### config.mk
export PLATFORM = sky130hd
export DESIGN_NAME = spi_byte_master
export DESIGN_NICKNAME = d
export VERILOG_FILES = /design/src/rtl/spi_fifo_pkg.sv /design/src/rtl/spi_sfifo.sv /design/src/rtl/spi_shift.sv /design/src/rtl/spi_byte_master.sv
export SDC_FILE = /design/constraint.sdc
export NUM_CORES = 1
export LEC_CHECK = 0
export BUFFER_PORTS_ARGS = -buffer_cell sky130_fd_sc_hd__clkbuf_2
export CAP_MARGIN = 5
export CORE_MARGIN = 2
export CORE_UTILIZATION = 50
export DETAILED_ROUTE_END_ITERATION = 16
export GPL_ROUTABILITY_DRIVEN = 0
export HOLD_SLACK_MARGIN = 0.06
export PLACE_DENSITY = 0.66
export SLEW_MARGIN = 20
export SYNTH_ARGS = -nofsm -noshare
export SYNTH_HDL_FRONTEND = slang
export SYNTH_SLANG_ARGS = --single-unit
### constraint.sdc
create_clock -name clk_i -period 3.8 [get_ports clk_i]
set_clock_uncertainty 0.1 [all_clocks]
set_input_delay 0.57 -clock clk_i [delete_from_list [all_inputs] [get_ports clk_i]]
set_output_delay 0.57 -clock clk_i [all_outputs]
set_load 0.01 [all_outputs]
### src/rtl/spi_fifo_pkg.sv
package spi_fifo_pkg;
  localparam int unsigned FRAME_W = 8;
  localparam int unsigned ADDR_W  = 6;

  localparam logic [ADDR_W-1:0] OFF_DATA  = 6'h00;
  localparam logic [ADDR_W-1:0] OFF_CTRL  = 6'h08;
  localparam logic [ADDR_W-1:0] OFF_CFG   = 6'h10;
  localparam logic [ADDR_W-1:0] OFF_RXCNT = 6'h18;
  localparam logic [ADDR_W-1:0] OFF_IEN   = 6'h20;

  typedef struct packed {
    logic tx_empty;
    logic tx_full;
    logic rx_empty;
    logic rx_full;
  } stat_t;
endpackage

### src/rtl/spi_sfifo.sv
module spi_sfifo #(
  parameter int unsigned W     = 8,
  parameter int unsigned DEPTH = 32
) (
  input  logic         clk_i,
  input  logic         rst_ni,
  input  logic         clr_i,
  input  logic         push_i,
  input  logic [W-1:0] data_i,
  input  logic         pop_i,
  output logic [W-1:0] data_o,
  output logic         empty_o,
  output logic         full_o
);
  localparam int unsigned AW = $clog2(DEPTH);

  logic [W-1:0]  mem [DEPTH];
  logic [AW-1:0] wptr_q, rptr_q;
  logic [AW:0]   cnt_q;

  logic do_push, do_pop;
  assign do_push = push_i && !full_o && !clr_i;
  assign do_pop  = pop_i && !empty_o && !clr_i;

  assign empty_o = (cnt_q == '0);
  assign full_o  = (cnt_q == (AW+1)'(DEPTH));
  assign data_o  = mem[rptr_q];

  always_ff @(posedge clk_i) begin
    if (do_push) mem[wptr_q] <= data_i;
  end

  always_ff @(posedge clk_i or negedge rst_ni) begin
    if (!rst_ni) begin
      wptr_q <= '0;
      rptr_q <= '0;
      cnt_q  <= '0;
    end else if (clr_i) begin
      wptr_q <= '0;
      rptr_q <= '0;
      cnt_q  <= '0;
    end else begin
      if (do_push) wptr_q <= (wptr_q == AW'(DEPTH-1)) ? '0 : wptr_q + 1'b1;
      if (do_pop)  rptr_q <= (rptr_q == AW'(DEPTH-1)) ? '0 : rptr_q + 1'b1;
      case ({do_push, do_pop})
        2'b10:   cnt_q <= cnt_q + 1'b1;
        2'b01:   cnt_q <= cnt_q - 1'b1;
        default: cnt_q <= cnt_q;
      endcase
    end
  end

  a_r7_no_overflow: assert property (@(posedge clk_i) disable iff (!rst_ni)
    push_i |-> !full_o);
  a_r6_no_underflow: assert property (@(posedge clk_i) disable iff (!rst_ni)
    pop_i |-> !empty_o);
  a_r10_clear_empties: assert property (@(posedge clk_i) disable iff (!rst_ni)
    clr_i |=> empty_o);
endmodule

### src/rtl/spi_shift.sv
module spi_shift #(
  parameter int unsigned W     = 8,
  parameter int unsigned DIV_W = 3
) (
  input  logic             clk_i,
  input  logic             rst_ni,
  input  logic             start_i,
  input  logic [W-1:0]     tx_byte_i,
  input  logic             cpol_i,
  input  logic             cpha_i,
  input  logic             lsb_first_i,
  input  logic [DIV_W-1:0] div_i,
  input  logic             miso_i,
  output logic             busy_o,
  output logic             done_o,
  output logic [W-1:0]     rx_byte_o,
  output logic             sclk_o,
  output logic             mosi_o
);
  localparam int unsigned CW = $clog2(2*W);

  logic             busy_q, done_q, sclk_q, cpha_q, lsb_q;
  logic [DIV_W-1:0] half_q, tick_q;
  logic [CW-1:0]    edge_q;
  logic [W-1:0]     tx_sh_q, rx_sh_q, tx_rev, rx_rev;
  logic             sample_now, shift_now, tick;

  for (genvar g = 0; g < W; g++) begin : g_rev
    assign tx_rev[g] = tx_byte_i[W-1-g];
    assign rx_rev[g] = rx_sh_q[W-1-g];
  end

  assign tick       = (tick_q == half_q);
  assign sample_now = (edge_q[0] == cpha_q);
  assign shift_now  = (edge_q[0] != cpha_q) && (edge_q != '0);

  always_ff @(posedge clk_i or negedge rst_ni) begin
    if (!rst_ni) begin
      busy_q  <= 1'b0;
      done_q  <= 1'b0;
      sclk_q  <= 1'b0;
      cpha_q  <= 1'b0;
      lsb_q   <= 1'b0;
      half_q  <= '0;
      tick_q  <= '0;
      edge_q  <= '0;
      tx_sh_q <= '1;
      rx_sh_q <= '0;
    end else begin
      done_q <= 1'b0;
      if (start_i) begin
        busy_q  <= 1'b1;
        tick_q  <= '0;
        edge_q  <= '0;
        sclk_q  <= cpol_i;
        cpha_q  <= cpha_i;
        lsb_q   <= lsb_first_i;
        half_q  <= div_i >> 1;
        tx_sh_q <= lsb_first_i ? tx_rev : tx_byte_i;
      end else if (busy_q) begin
        if (tick) begin
          tick_q <= '0;
          sclk_q <= ~sclk_q;
          edge_q <= edge_q + 1'b1;
          if (sample_now) rx_sh_q <= {rx_sh_q[W-2:0], miso_i};
          if (shift_now)  tx_sh_q <= {tx_sh_q[W-2:0], 1'b1};
          if (edge_q == CW'(2*W-1)) begin
            busy_q <= 1'b0;
            done_q <= 1'b1;
          end
        end else begin
          tick_q <= tick_q + 1'b1;
        end
      end
    end
  end

  assign busy_o    = busy_q;
  assign done_o    = done_q;
  assign rx_byte_o = lsb_q ? rx_rev : rx_sh_q;
  assign sclk_o    = busy_q ? sclk_q : cpol_i;
  assign mosi_o    = tx_sh_q[W-1];

  a_r2_start_when_idle: assert property (@(posedge clk_i) disable iff (!rst_ni)
    start_i |-> !busy_q);
  a_r2_done_single: assert property (@(posedge clk_i) disable iff (!rst_ni)
    done_q |=> !done_q);
  a_r5_tick_bound: assert property (@(posedge clk_i) disable iff (!rst_ni)
    busy_q |-> tick_q <= half_q);
endmodule

### src/rtl/spi_byte_master.sv
module spi_byte_master
  import spi_fifo_pkg::*;
#(
  parameter int unsigned FIFO_DEPTH = 32,
  parameter int unsigned DIV_W      = 3
) (
  input  logic              clk_i,
  input  logic              rst_ni,
  input  logic [ADDR_W-1:0] addr_i,
  input  logic              wr_i,
  input  logic              rd_i,
  input  logic [7:0]        wdata_i,
  output logic [7:0]        rdata_o,
  output logic              sclk_o,
  output logic              mosi_o,
  input  logic              miso_i,
  output logic              cs_no,
  output logic              irq_o
);
  localparam int unsigned W = FRAME_W;

  logic             cs_q, rel_q, abort_q, cur_rx_q;
  logic             clr_q, loop_q, cpol_q, cpha_q, lsb_q;
  logic [DIV_W-1:0] div_q;
  logic [W-1:0]     rxcnt_q;
  logic [3:0]       ien_q;

  logic wr_data, wr_ctrl, wr_cfg, wr_cnt, wr_ien, rd_data;
  assign wr_data = wr_i && (addr_i == OFF_DATA);
  assign wr_ctrl = wr_i && (addr_i == OFF_CTRL);
  assign wr_cfg  = wr_i && (addr_i == OFF_CFG);
  assign wr_cnt  = wr_i && (addr_i == OFF_RXCNT);
  assign wr_ien  = wr_i && (addr_i == OFF_IEN);
  assign rd_data = rd_i && (addr_i == OFF_DATA);

  stat_t        st;
  logic [W-1:0] tx_head, rx_head, rx_byte, start_byte;
  logic         tx_push, tx_pop, rx_push, rx_pop, abort_set;
  logic         busy, done, start, tx_go, rx_go, idle_ok, release_ok, miso_int;

  assign abort_set = wr_data && !abort_q && st.tx_full;
  assign tx_push   = wr_data && !abort_q && !st.tx_full && !clr_q;
  assign rx_pop    = rd_data && !st.rx_empty;

  assign idle_ok    = cs_q && !busy && !done;
  assign tx_go      = idle_ok && !st.tx_empty;
  assign rx_go      = idle_ok && st.tx_empty && (rxcnt_q != '0) && !st.rx_full && !clr_q;
  assign start      = tx_go || rx_go;
  assign tx_pop     = tx_go;
  assign start_byte = tx_go ? tx_head : '1;
  assign rx_push    = done && cur_rx_q && !clr_q;
  assign release_ok = rel_q && st.tx_empty && !busy && !start;
  assign miso_int   = loop_q ? mosi_o : miso_i;

  spi_sfifo #(.W(W), .DEPTH(FIFO_DEPTH)) u_tx_fifo (
    .clk_i, .rst_ni, .clr_i(clr_q),
    .push_i(tx_push), .data_i(wdata_i), .pop_i(tx_pop),
    .data_o(tx_head), .empty_o(st.tx_empty), .full_o(st.tx_full)
  );

  spi_sfifo #(.W(W), .DEPTH(FIFO_DEPTH)) u_rx_fifo (
    .clk_i, .rst_ni, .clr_i(clr_q),
    .push_i(rx_push), .data_i(rx_byte), .pop_i(rx_pop),
    .data_o(rx_head), .empty_o(st.rx_empty), .full_o(st.rx_full)
  );

  spi_shift #(.W(W), .DIV_W(DIV_W)) u_shift (
    .clk_i, .rst_ni,
    .start_i(start), .tx_byte_i(start_byte),
    .cpol_i(cpol_q), .cpha_i(cpha_q), .lsb_first_i(lsb_q), .div_i(div_q),
    .miso_i(miso_int), .busy_o(busy), .done_o(done), .rx_byte_o(rx_byte),
    .sclk_o(sclk_o), .mosi_o(mosi_o)
  );

  always_ff @(posedge clk_i or negedge rst_ni) begin
    if (!rst_ni) begin
      cs_q     <= 1'b0;
      rel_q    <= 1'b0;
      abort_q  <= 1'b0;
      cur_rx_q <= 1'b0;
      clr_q    <= 1'b0;
      loop_q   <= 1'b0;
      cpol_q   <= 1'b0;
      cpha_q   <= 1'b0;
      lsb_q    <= 1'b0;
      div_q    <= '0;
      rxcnt_q  <= '0;
      ien_q    <= '0;
    end else begin
      if (start) cur_rx_q <= rx_go;
      if (release_ok) begin
        cs_q  <= 1'b0;
        rel_q <= 1'b0;
      end
      if (wr_ctrl && wdata_i[0]) cs_q  <= 1'b1;
      if (wr_ctrl && wdata_i[1]) rel_q <= 1'b1;
      if (abort_set) abort_q <= 1'b1;
      else if (wr_ien && wdata_i[2]) abort_q <= 1'b0;
      if (wr_ien) ien_q <= wdata_i[7:4];
      if (wr_cfg) begin
        clr_q  <= wdata_i[7];
        loop_q <= wdata_i[6];
        cpol_q <= wdata_i[5];
        cpha_q <= wdata_i[4];
        lsb_q  <= wdata_i[3];
        div_q  <= wdata_i[DIV_W-1:0];
      end
      if (wr_cnt) rxcnt_q <= wdata_i;
      else if (done && cur_rx_q) rxcnt_q <= rxcnt_q - 1'b1;
    end
  end

  always_comb begin
    case (addr_i)
      OFF_DATA:  rdata_o = rx_head;
      OFF_CTRL:  rdata_o = {st, 2'b00, rel_q, cs_q};
      OFF_CFG:   rdata_o = {clr_q, loop_q, cpol_q, cpha_q, lsb_q, div_q};
      OFF_RXCNT: rdata_o = rxcnt_q;
      OFF_IEN:   rdata_o = {ien_q, 1'b0, abort_q, 1'b0, cs_q};
      default:   rdata_o = '0;
    endcase
  end

  assign cs_no = ~cs_q;
  assign irq_o = |(st & ien_q);

  a_r11_cs_covers_shift: assert property (@(posedge clk_i) disable iff (!rst_ni)
    !cs_q |-> !busy);
  a_r11_release_drained: assert property (@(posedge clk_i) disable iff (!rst_ni)
    $fell(cs_q) |-> $past(st.tx_empty) && !busy);
  a_r6_count_never_rises: assert property (@(posedge clk_i) disable iff (!rst_ni)
    !wr_cnt |=> rxcnt_q <= $past(rxcnt_q));
  a_r9_abort_sticky: assert property (@(posedge clk_i) disable iff (!rst_ni)
    abort_q && !(wr_ien && wdata_i[2]) |=> abort_q);
endmodule

======== Word-level counts from Yosys, hierarchy flattened ========
Memory sizes are Yosys's and may differ from the RTL's.
Index checks and enable logic that the tools add are counted.
word-level totals
  bits in registers ....................... 86
  RAM bits ................................ 512
  input port bits ......................... 19
  output and inout port bits .............. 12
  logic and storage cells ................. 184
  memories ................................ 2
operators by class
  add/subtract/negate cells ............... 11
  equality and inequality tests ........... 18
  multiplexer cells ....................... 54
  bitwise gates (word level) .............. 4
  reduce and logical (&&, ||, !) cells .... 67
memory list
  memory         depth  bits a word  rd ports  clocked after memory_dff  wr ports  line             text
  u_rx_fifo.mem  32     8            1         0                         1         spi_sfifo.sv:17  logic [W-1:0] mem [DEPTH];
  u_tx_fifo.mem  32     8            1         0                         1         spi_sfifo.sv:17
operators by type and width
  operator               number
  $mux W8                9
  $mux W5                12
  $pmux W8 S5            1
  $logic_and A1 B1 Y1    35
  $pmux W6 S2            2
  $mux W1                22
  $reduce_bool A2 Y1     11
  $add A5 B1 Y5 const B  4
  $eq A5 B5 Y1 const B   4
  $eq A6 B6 Y1 const B   3
  $logic_not A6 Y1       3
  $add A6 B1 Y6 const B  2
  $eq A6 B5 Y1 const B   2
  $mux W4                3
  $mux W6                2
  $sub A6 B1 Y6 const B  2
  $logic_not A1 Y1       9
  $mux W3                3
  $reduce_bool A8 Y1     1
  $sub A8 B1 Y8 const B  1
  $eq A6 B4 Y1 const B   1
  $reduce_bool A3 Y1     2
  $add A4 B1 Y4 const B  1
  $and A4 B4 Y4          1
  other kinds (14)       18

======== Depth between registers and ports, before layout ========
  word-level depth ........................ 12
  mapped depth ............................ 12
  mapped depth without buffers ............ 11

======== Modules after synthesis ========
A second synthesis with hierarchy kept.
unflattened totals
  cell total of the unflattened synthesis .. 1,346
  area total of the unflattened synthesis .. 25,161.6 µm²
by module, submodules not included
  module                 times used  cells an instance  area each (µm²)  seq. area each (µm²)
  spi_sfifo (u_tx_fifo)  1           534                11,011.8         8,087.8
  spi_sfifo (u_rx_fifo)  1           529                10,986.8         8,087.8
  spi_shift              1           135                1,600.3          760.7
  spi_byte_master        1           148                1,562.7          600.6

======== Least setup slack after synthesis ========
No wires, ideal clock.
  path kind ............................... input-to-reg
  start point ............................. input addr_i[3]
  end point ............................... register u_rx_fifo.cnt_q[5]
  setup time .............................. 132 ps
  arrival ................................. 3,307 ps
  data required time ...................... 3,568 ps
  slack ................................... 261 ps
  cell stages on the path ................. 11
  buffers on the path ..................... 0
  cell sequence ........................... or4_4 -> nor3_1 -> nand3_2 -> nor3_1 -> ha_1 -> a21o_1 -> a21oi_1 -> o21ai_0 -> mux2i_1 -> xnor2_1 -> nor2_1
between the ends
  cells in the longest elaborated chain, start to end .. 8
  elaborated cells on any way between the ends .. 10
  classes of those cells .................. 2 x eq/ne; 2 x mux; 6 x reduce/logical
RTL lines
  what                                                 line                   text
  start, declared                                      spi_byte_master.sv:9   input logic [ADDR_W-1:0] addr_i,
  $logic_not A6 Y1 *                                   spi_byte_master.sv:34  assign rd_data = rd_i && (addr_i == OFF_DATA);
  $logic_and A1 B1 Y1 *                                spi_byte_master.sv:34
  $logic_and A1 B1 Y1 *                                spi_byte_master.sv:43  assign rx_pop = rd_data && !st.rx_empty;
  $logic_and A1 B1 Y1 * (2 in a row)                   spi_sfifo.sv:23        assign do_pop = pop_i && !empty_o && !clr_i;
  $eq A2 B1 Y1 / $eq A2 B2 Y1 (equally long branches)  spi_sfifo.sv:45        case ({do_push, do_pop})
  $pmux W6 S2                                          spi_sfifo.sv:45
  $mux W6                                              spi_sfifo.sv:38        end else if (clr_i) begin
  end signal, assigned                                 spi_sfifo.sv:46        2'b10: cnt_q <= cnt_q + 1'b1;
  end signal, assigned                                 spi_sfifo.sv:47        2'b01: cnt_q <= cnt_q - 1'b1;
  end signal, assigned                                 spi_sfifo.sv:48        default: cnt_q <= cnt_q;
  end, declared                                        spi_sfifo.sv:19        logic [AW:0] cnt_q;
Every way passes the cells marked *; elsewhere a longest branch is shown, timed or not.
A chain may end at the register's enable or synchronous reset.

======== Worst setup path after layout ========
  start point ............................. register u_rx_fifo.rptr_q[0]
  end point ............................... output rdata_o[2]
between the ends
  cells in the longest elaborated chain, start to end .. 2
RTL lines
  what                    line                    text
  start, declared         spi_sfifo.sv:18         logic [AW-1:0] wptr_q, rptr_q;
  start signal, assigned  spi_sfifo.sv:44         if (do_pop) rptr_q <= (rptr_q == AW'(DEPTH-1)) ? '0 : rptr_q + 1'b1;
  $mem_v2 Z32 W8          n/a
  $pmux W8 S5             spi_byte_master.sv:114  case (addr_i)
  end, declared           spi_byte_master.sv:13   output logic [7:0] rdata_o,
No other way between the ends.

==> results.toml <==
[synthesis]
yosys_warnings = 0
synth.area.top_cells = "edfxtp_1, mux4_2, dfrtp_1"
syn-num-nets = 1459
synth_area_mm2 = 0.0247
ys_seq_area_share_pct = 70.9
yosys.area.top_type = "edfxtp_1"
async_reset_ff_share_pct = 14.4
synth_edf_count = 512
ys_ff_latch = 598
synth_top_area_share_pct = 62.2
yosysUniqueCellTypes = 64
syn_avg_cell_area_um2 = 17.5
synth_flop_cell = "edfxtp_1"
syn_inst = 1411

[placement]
port_buffers = 30
place_hpwl_um = 35300
dp_cells = 2119

[worst_setup_path]
crit_end = "rdata_o[2]"
worstSetupPathType = "reg -> out"
ff2ff_path_depth = 11
critPathArrivalTime_ns = 3.02
startpoint = "u_rx_fifo.rptr_q[0]"
r2r-end = "u_tx_fifo.cnt_q[5]"
r2r_slack_ns = 0.29
critPathSlowestCell = "dfrtp_4"
required_ns = 3.13
cp-start-kind = "register"
slowest_delay_ns = 0.56
crit_fanout = 19
path_common_cell = "mux4_2"
end_kind = "primary output"
worstPathCellList = "buf_12 -> mux4_2 -> mux4_2 -> a22oi_1 -> nand3_1 -> clkbuf_2"
worstReg2RegStart = "u_tx_fifo.cnt_q[1]"

[routing]
num_vias = 13300
ant_nets = 0
drc_errors = 0
drt-met1-wl_um = 23100
via_per_inst = 5.95
drt_iter0_drc = 1387
drt-total-wl_um = 55200
dr.pass1.iters = 5
route.met2.wl_um = 27000
highest_layer = "met4"
wl_per_cell_um = 24.7
wl_met3_um = 2890

[pwr]
powerDensity_mw_per_mm2 = 613
ir_drop_mv = 0.422
power.leakage_nw = 9.51

[timing]
clock.fmax_mhz = 271
tightest_slew_ns = 1.05
slew_headroom_pct = 29.8
grt_setup_unrepaired = "no"
period_needed_ns = 3.69
slew_viol_final = 0
finalSetupViolations = 0
finalCritPeriodShare_pct = 97.0
finalHoldViolCount = 0
finalSetupTns_ns = 0

[clock_tree]
clkLatencyLatePin_ns = 0.61
cts_max_path_buffers = 3
cts_inserted_buffers = 60
cts_tree = "done"
cts_max_level = 2
cts_root_buffer = "clkbuf_16"
clkSlewWorstSetupHoldPaths_ns = 0.06
cts_sinks = 598

[cells_and_area]
syn_to_final_growth_pct = 14.2
final_common_cell = "edfxtp_1"
drive_gt1_share_pct = 24.9
mostFrequentLayoutCells = "edfxtp_1, mux4_2, nor2_1"
nNetsFinal = 1570
layout.cells.non_filler = 2237
fill_cells = 3716

[floorplan]
start_util_pct = 50.6
io_pins = 31
rows = 81
die_h_um = 226
die_w_um = 226
core_mm2 = 0.0488
die_area_mm2 = 0.0512

[outcome]
status = "finished, final reports clean"

[global_routing]
grt_antenna_before_repair = 1
grt_first_pass_wirelength_um = 83900
grt_pass1_vias = 13400
grt_usage_pct = 22.2
grt-ovfl-total = 0
grt_max_degree = 59

[run]
cap_violations = 0

[worst_hold_path]
worstHoldPathCells = 3
min_path_type = "in -> reg"
==> registers in the layout, indices dropped and copies added, names as in the netlist, 4 cells and up <==
name / flops
ien_q: 4
rxcnt_q: 8
u_rx_fifo.cnt_q: 6
u_rx_fifo.mem: 256
u_rx_fifo.rptr_q: 5
u_rx_fifo.wptr_q: 5
u_shift.edge_q: 4
u_shift.rx_sh_q: 8
u_shift.tx_sh_q: 8
u_tx_fifo.cnt_q: 6
u_tx_fifo.mem: 256
u_tx_fifo.rptr_q: 5
u_tx_fifo.wptr_q: 5
==> metrics by stage <==
stage          power (mW)  util, %  worst slack (ns)  area, µm²  hold slack, ns
4_1_cts              17.4     57.8            0.0745      28200           0.158
3_5_place_dp         11.4     53.5             0.112      26100           0.392
2_1_floorplan        10.3        -             0.261      24700           0.174
3_3_place_gp         11.3     53.5             0.114      26100           0.389
5_1_grt              18.0     57.8            0.0233      28200           0.219
6_report             17.3     57.8             0.113      28200           0.174
==> cell families (layout without fill, tap and decap cells) <==
| group | Yosys count | in the layout | share of synthesized area (%) |
|---|---|---|---|
| compound gates | 152 | 152 | 4.11 |
| xor+xnor | 23 | 23 | 0.815 |
| fa+ha+maj | 29 | 29 | 1.53 |
| buf+inv | 85 | 246 | 1.37 |
| flops | 598 | 598 | 70.9 |
| mux | 218 | 218 | 15.3 |
| other cells | 0 | 1 | 0 |
| simple gates | 306 | 306 | 5.91 |
==> worst min path at each step <==
stage              startpoint                  to  slack (ns)
6_report               miso_i  u_shift.rx_sh_q[0]        0.17
3_3_place_gp   u_shift.cpha_q      u_shift.cpha_q        0.39
2_1_floorplan          rst_ni             abort_q        0.17
3_5_place_dp   u_shift.cpha_q      u_shift.cpha_q        0.39
4_1_cts                miso_i  u_shift.rx_sh_q[0]        0.16
5_1_grt                miso_i  u_shift.rx_sh_q[0]        0.22
==> final cells by class <==
class	count	area (µm²)	area share (%)
diodes	1	2.50	0.00887
clock buffers	72	1600	5.67
clock inverters	40	442	1.57
inverters	16	60.1	0.213
multi-input cells	728	6850	24.3
flip-flops and latches	598	17600	62.2
well taps	664	831	2.94
repair buffers	118	890	3.15
==> Yosys cell counts, drive strengths merged (4+ instances only) <==
library cell and number:
or4 8, a31oi 5, nand2 77, a32oi 7, inv 16, nor2 117, nor4b 4, nor3 22
a22o 4, nor2b 6, o22ai 4, nand3 22, xor2 10, clkbuf 48, buf 21, a22oi 46
dfstp 8, a222oi 4, edfxtp 512, o21ai 24, mux4 125, and3 5, a21oi 36, ha 27
or3b 4, or3 9, nor4 6, nand3b 6, nor3b 6, mux2i 60, dfrtp 78, mux2 33
xnor2 13, a21o 5
==> report_power, final <==
group          total [mW]  leakage, nW  internal (mW)  switching, mW
registers            8.40         5.69           8.06          0.340
clock network        6.06        0.996           3.61           2.45
logic                2.84         2.83           1.05           1.79
==> worst max-delay path: cells and delay by family, from the launching register on <==
family,cells,cell delay (ns)
flops,1,0.56
buf+inv,2,0.39
simple gates,1,0.13
mux,2,1.10
compound gates,1,0.23
==> timing repair <==
item,in CTS,in global routing
setup buffers,4,0
hold endpoints to repair,48,0
resized for setup,0,2
setup endpoints to repair,8,2
hold buffers,1,0
cloned,0,0
==> routing by layer <==
| metal | track usage, % | up-vias |
|---|---|---|
| met5 | 0 | - |
| met1 | 30.7 | 6956 |
| met2 | 35.8 | 406 |
| met4 | 9.27 | 0 |
| li1 | - | 5866 |
| met3 | 3.06 | 93 |
(Power assumes the default switching activity.)
